--- src/rtl/wk_pkg.sv ---
package wk_pkg;
    localparam int WK_FIELD_W = 4;
    localparam int WK_PAIR    = 2;

    typedef enum logic [WK_FIELD_W-1:0] {
        TRG_LOW  = 4'd0,
        TRG_HIGH = 4'd1,
        TRG_FALL = 4'd2,
        TRG_RISE = 4'd4,
        TRG_BOTH = 4'd6
    } trig_e;
endpackage

--- src/rtl/wk_sync.sv ---
module wk_sync #(
    parameter int W = 28
) (
    input  logic         clk,
    input  logic         rst_n,
    input  logic [W-1:0] raw,
    output logic [W-1:0] cur,
    output logic [W-1:0] prev
);
    typedef struct packed {
        logic [W-1:0] s1;
        logic [W-1:0] s2;
        logic [W-1:0] s3;
    } sync_t;

    sync_t st_d, st_q;

    always_comb begin
        st_d.s1 = raw;
        st_d.s2 = st_q.s1;
        st_d.s3 = st_q.s2;
    end

    always_ff @(posedge clk or negedge rst_n) begin
        if (!rst_n) st_q <= '0;
        else        st_q <= st_d;
    end

    assign cur  = st_q.s2;
    assign prev = st_q.s3;
endmodule

--- src/rtl/wk_detect.sv ---
module wk_detect import wk_pkg::*; #(
    parameter int NUM_IN    = 28,
    parameter int WORD_W    = 32,
    parameter int NUM_WORDS = 2
) (
    input  logic [NUM_WORDS*WORD_W-1:0] cfg_flat,
    input  logic [NUM_IN-1:0]           cur,
    input  logic [NUM_IN-1:0]           prev,
    output logic [NUM_IN-1:0]           evt
);
    localparam int FIELDS_PER_WORD = WORD_W / WK_FIELD_W;
    localparam int IN_PER_WORD     = FIELDS_PER_WORD * WK_PAIR;

    // Fields beyond the last line are storage only.
    logic unused_cfg;
    assign unused_cfg = ^cfg_flat;

    for (genvar i = 0; i < NUM_IN; i++) begin : g_line
        localparam int BASE = (i / IN_PER_WORD) * WORD_W
                            + ((i % IN_PER_WORD) / WK_PAIR) * WK_FIELD_W;
        logic [WK_FIELD_W-1:0] code;
        assign code = cfg_flat[BASE +: WK_FIELD_W];

        always_comb begin
            case (code)
                TRG_LOW:  evt[i] = ~cur[i];
                TRG_HIGH: evt[i] =  cur[i];
                TRG_FALL: evt[i] =  prev[i] & ~cur[i];
                TRG_RISE: evt[i] = ~prev[i] &  cur[i];
                TRG_BOTH: evt[i] =  prev[i] ^  cur[i];
                default:  evt[i] = 1'b0;
            endcase
        end
    end
endmodule

--- src/rtl/wk_combine.sv ---
module wk_combine #(
    parameter int FIRST_SPAN = 4,
    parameter int SPAN       = 8,
    parameter int NUM_OUT    = 4,
    parameter int NUM_IN     = FIRST_SPAN + (NUM_OUT - 1) * SPAN
) (
    input  logic [NUM_IN-1:0]  pend,
    input  logic [NUM_IN-1:0]  mask,
    output logic [NUM_OUT-1:0] irq
);
    logic [NUM_IN-1:0] live;
    assign live = pend & ~mask;

    for (genvar o = 0; o < NUM_OUT; o++) begin : g_out
        localparam int LO = (o == 0) ? 0 : FIRST_SPAN + (o - 1) * SPAN;
        localparam int HI = (o == 0) ? FIRST_SPAN - 1 : LO + SPAN - 1;
        assign irq[o] = |live[HI:LO];
    end
endmodule

--- src/rtl/wake_irq_demux.sv ---
module wake_irq_demux import wk_pkg::*; #(
    parameter int FIRST_SPAN   = 4,
    parameter int SPAN         = 8,
    parameter int NUM_OUT      = 4,
    parameter int WORD_W       = 32,
    localparam int NUM_IN      = FIRST_SPAN + (NUM_OUT - 1) * SPAN,
    localparam int IN_PER_WORD = (WORD_W / WK_FIELD_W) * WK_PAIR,
    localparam int NUM_WORDS   = (NUM_IN + IN_PER_WORD - 1) / IN_PER_WORD,
    localparam int MASK_ADDR   = NUM_WORDS,
    localparam int PEND_ADDR   = NUM_WORDS + 1,
    localparam int AW          = $clog2(NUM_WORDS + 2)
) (
    input  logic               clk,
    input  logic               rst_n,
    input  logic [NUM_IN-1:0]  wake_in,
    input  logic               reg_wr,
    input  logic [AW-1:0]      reg_addr,
    input  logic [WORD_W-1:0]  reg_wdata,
    output logic [WORD_W-1:0]  reg_rdata,
    output logic [NUM_OUT-1:0] irq_out
);
    typedef struct packed {
        logic [NUM_WORDS-1:0][WORD_W-1:0] cfg;
        logic [NUM_IN-1:0]                mask;
        logic [NUM_IN-1:0]                pend;
    } state_t;

    state_t st_d, st_q;

    logic [NUM_IN-1:0] line_cur, line_prev, evt;
    logic [NUM_IN-1:0] mask_q, pend_q;

    assign mask_q = st_q.mask;
    assign pend_q = st_q.pend;

    wk_sync #(.W(NUM_IN)) u_sync (
        .clk  (clk),
        .rst_n(rst_n),
        .raw  (wake_in),
        .cur  (line_cur),
        .prev (line_prev)
    );

    wk_detect #(.NUM_IN(NUM_IN), .WORD_W(WORD_W), .NUM_WORDS(NUM_WORDS)) u_detect (
        .cfg_flat(st_q.cfg),
        .cur     (line_cur),
        .prev    (line_prev),
        .evt     (evt)
    );

    wk_combine #(.FIRST_SPAN(FIRST_SPAN), .SPAN(SPAN), .NUM_OUT(NUM_OUT),
                 .NUM_IN(NUM_IN)) u_combine (
        .pend(pend_q),
        .mask(mask_q),
        .irq (irq_out)
    );

    // Next-state computation for the register file and pending bits.
    always_comb begin
        logic [NUM_IN-1:0] clr;
        st_d = st_q;
        clr  = '0;
        if (reg_wr) begin
            for (int w = 0; w < NUM_WORDS; w++) begin
                if (reg_addr == AW'(w)) st_d.cfg[w] = reg_wdata;
            end
            if (reg_addr == AW'(MASK_ADDR)) st_d.mask = reg_wdata[NUM_IN-1:0];
            if (reg_addr == AW'(PEND_ADDR)) clr = reg_wdata[NUM_IN-1:0];
        end
        // A new event wins over a clear of the same bit.
        st_d.pend = (st_q.pend & ~clr) | evt;
    end

    always_ff @(posedge clk or negedge rst_n) begin
        if (!rst_n) begin
            st_q.cfg  <= '1;
            st_q.mask <= '1;
            st_q.pend <= '0;
        end else begin
            st_q <= st_d;
        end
    end

    always_comb begin
        reg_rdata = '0;
        for (int w = 0; w < NUM_WORDS; w++) begin
            if (reg_addr == AW'(w)) reg_rdata = st_q.cfg[w];
        end
        if (reg_addr == AW'(MASK_ADDR)) reg_rdata[NUM_IN-1:0] = st_q.mask;
        if (reg_addr == AW'(PEND_ADDR)) reg_rdata[NUM_IN-1:0] = st_q.pend;
    end
endmodule

--- config.mk ---
export PLATFORM = sky130hd
export DESIGN_NAME = wake_irq_demux
export DESIGN_NICKNAME = d
export VERILOG_FILES = /design/src/rtl/wk_pkg.sv /design/src/rtl/wk_sync.sv /design/src/rtl/wk_detect.sv /design/src/rtl/wk_combine.sv /design/src/rtl/wake_irq_demux.sv
export SDC_FILE = /design/constraint.sdc
export NUM_CORES = 1
export LEC_CHECK = 0
export BUFFER_PORTS_ARGS = -buffer_cell sky130_fd_sc_hd__buf_2
export CAP_MARGIN = 10
export CORE_ASPECT_RATIO = 0.9
export CORE_MARGIN = 8
export CORE_UTILIZATION = 53
export CTS_BUF_LIST = sky130_fd_sc_hd__clkbuf_16
export DETAILED_ROUTE_END_ITERATION = 12
export PLACE_DENSITY = 0.73
export SLEW_MARGIN = 30
export SYNTH_ARGS = -nofsm -noshare
export SYNTH_HDL_FRONTEND = slang
export SYNTH_SLANG_ARGS = --single-unit
--- constraint.sdc ---
create_clock -name clk -period 2.52 [get_ports clk]
set_input_delay 0.126 -clock clk [delete_from_list [all_inputs] [get_ports clk]]
set_output_delay 0.126 -clock clk [all_outputs]
set_load 0.05 [all_outputs]
==> run summary <==
Leakage = 5.36 nW
Most used DFF post-synth = dfrtp_1
met3 usage = 3.82%
Residual DRC = 0
setup violators final = 0
placed insts = 1096
Final Max Tran Viols = 0
Max Freq = 0.472 GHz
Peak supply drop = 434 uV
maxcap violations = 0
Cells after Synth = 774
hold_sp = reg_wr
clock slew at reported path FFs = 60 ps
crit-path max FO = 3
critical path launch point type = register
Fin. Hold Viols = 0
global-route track usage on met2 = 32.2%
grt met1 use = 27.1%
Placed Area = 10700 um2
# resized after CTS = 0
CTS tree = built
gr usage total = 19.9%
I/O pin count = 101
Die H = 146 um
Netlist Area Pre-Place = 10000 um2
largest net degree at the start of global routing = 67
WL/cell = 19.2 um
fin crit share = 84.0%
EDFF count, synth = 0
Worst Tran Pin Value = 597 ps
power consumption = 0.0102 W
Yosys cell types = 45
clk sinks = 204
fin area = 12000 um2
Post-DP HPWL = 15900 um
hold path depth = 4
DR vias/cell = 5.59
GR peak layer = met2
maximum clock path buffer count = 3
HP Class = in2reg
ys async rst share = 100%
cells on worst reg2reg path = 5
DRT Pass-1 Iters = 6
setup total negative slack = 0 ps
Clk Latency, worst-skew pair = 500 ps
register area share after synthesis = 52.2%
proportion of layout cells with a drive suffix above 1 = 38.2%
initial core utilization = 54.2%
first-pass GRT wire length = 38200 um
Finished Layout Cells = 1198
worst r2r src = u_sync.cur[9]$_DFF_PN0_
H-tree depth = 1
Iteration-0 DRC Markers = 357
root buf cell = clkbuf_16
status = finished, final reports clean
CP Data Required Time = 2390 ps
CP Capture Type = output port
drt total wl = 23000 um
syn_nets = 895
vias in the first global route = 6928
Vias = 6696
final RePlAce weighted congestion = 0.836
Ys Warns = 0
GRT overflow = 0
Antenna Nets Post-Route = 0
final net count = 1057
PD cells = 847 nW/um2
RSZ-0062 raised after global routing = false
mean post-synth cell area = 12.9 um2
Min-Delay Endpoint = pend_q[6]$_DFF_PN0_
Worst R2R End = pend_q[9]$_DFF_PN0_
initial antenna violation count = 1
P&R area growth vs syn = 20.0%
chip width = 161 um
crit path kind = reg2out
Cell Rows = 47
critical path arrival = 1990 ps
core area = 18500 um2
Port Buffers = 100
Setup Skew = 15.1 ps
Die ar. = 23500 um2
Synth Register Bits = 204
CTS Buf Count = 22
relative slew slack = 60.2%
Final min period = 2120 ps
setup slack, reg-to-reg = 1080 ps
==> where the power goes <==
group / switching, W / leakage [nW] / internal [W] / total (W)
logic: 0.00126 / 2.75 / 0.00105 / 0.00231
registers: 0.000652 / 2.23 / 0.00402 / 0.00467
clock network: 0.00125 / 0.383 / 0.00194 / 0.00319
==> layer usage <==
metal,share of wire (%),vias to the layer above,wire length [um]
met4,2.2,0,512
met2,47,196,10900
li1,-,3079,-
met3,5.9,43,1350
met5,0,-,0
met1,44,3378,10200
==> Yosys cell counts (13+ instances only) <==
| master | n | area share, % |
|---|---|---|
| a21oi_1 | 26 | 1.3 |
| a22oi_1 | 15 | 1.1 |
| a311oi_1 | 13 | 1.1 |
| dfrtp_1 | 112 | 28 |
| dfstp_2 | 92 | 24 |
| ha_1 | 56 | 7.0 |
| inv_1 | 84 | 3.2 |
| mux2_2 | 86 | 9.7 |
| mux4_2 | 28 | 6.3 |
| nand2_1 | 21 | 0.79 |
| nand2b_1 | 28 | 1.8 |
| nand3_1 | 14 | 0.70 |
| nand4_1 | 14 | 0.88 |
| nor2_1 | 17 | 0.64 |
| nor3_1 | 13 | 0.65 |
| or2_2 | 13 | 0.81 |
| xnor2_1 | 26 | 2.3 |
==> worst max-delay path, cell delays in order, from the launching register on <==
cell	delay, ps
dfstp_2	570
o22ai_1	90
or4_1	580
buf_2	250
==> flip-flops by register name (all words and copies together) (netlist names) <==
name / cells
u_sync.prev: 28
st_q: 64
u_sync.st_d: 28
mask_q: 28
u_sync.cur: 28
pend_q: 28
==> cell usage in the layout, fill, tap and decap left out, types with 21 or more instances in the layout <==
master         synthesis  final
mux4_2                28     28
inv_1                 84     92
dlygate4sd3_1          0     61
a21oi_1               26     26
buf_2                  5     99
mux2_2                86     86
xnor2_1               26     26
nand2b_1              28     28
dfrtp_1              112    112
nand2_1               21     21
ha_1                  56     56
clkbuf_16              0     23
dfstp_2               92     92
==> per-stage QoR <==
stage          utilization [%]  setup WS [ps]  hold WS [ps]
5_1_grt                   65.0            391           115
6_report                  65.0            404          96.8
3_3_place_gp              57.8            356           159
4_1_cts                   65.0            414          83.1
2_1_floorplan                -            922          -170
3_5_place_dp              57.8            318           164
==> cell families (layout without fill, tap and decap cells) <==
family                     after synthesis  in the layout  share of synthesized area, %
adders and majority gates               56             56                          7.00
and+or+nand+nor                        145            145                          8.43
other                                    0              1                             0
AOI/OAI and AO/OA                       97             97                          6.98
buffers and inverters                  121            299                          5.95
xor gates and xnor gates                27             27                          2.36
DFF                                    204            204                          52.2
muxes                                  124            124                          17.1
==> worst max path at each step <==
stage	from	to	slack [ps]	cells past startpoint
5_1_grt	mask_q[6]$_DFFE_PN1P_	irq_out[1]	390	3
2_1_floorplan	st_q[85]$_DFFE_PN1P_	reg_rdata[29]	920	3
6_report	mask_q[6]$_DFFE_PN1P_	irq_out[1]	400	3
3_3_place_gp	reg_addr[0]	st_q[89]$_DFFE_PN1P_	360	4
3_5_place_dp	reg_addr[0]	st_q[116]$_DFFE_PN1P_	320	4
4_1_cts	mask_q[6]$_DFFE_PN1P_	irq_out[1]	410	3
==> area by class of cell <==
type,count,area [um2]
Fill cell,1412,6460
Multi-Input combinational cell,449,4190
Inverter,84,315
Clock buffer,23,576
Antenna cell,1,2.50
Timing Repair Buffer,175,1250
Tap cell,245,307
Clock inverter,17,145
Sequential cell,204,5220
==> repair_timing <==
item,4_1_cts,5_1_grt
hold endpoints to repair,173,0
hold buffers,61,0
buffers inserted,0,0
Note: power is estimated with default switching activity, not from simulation.
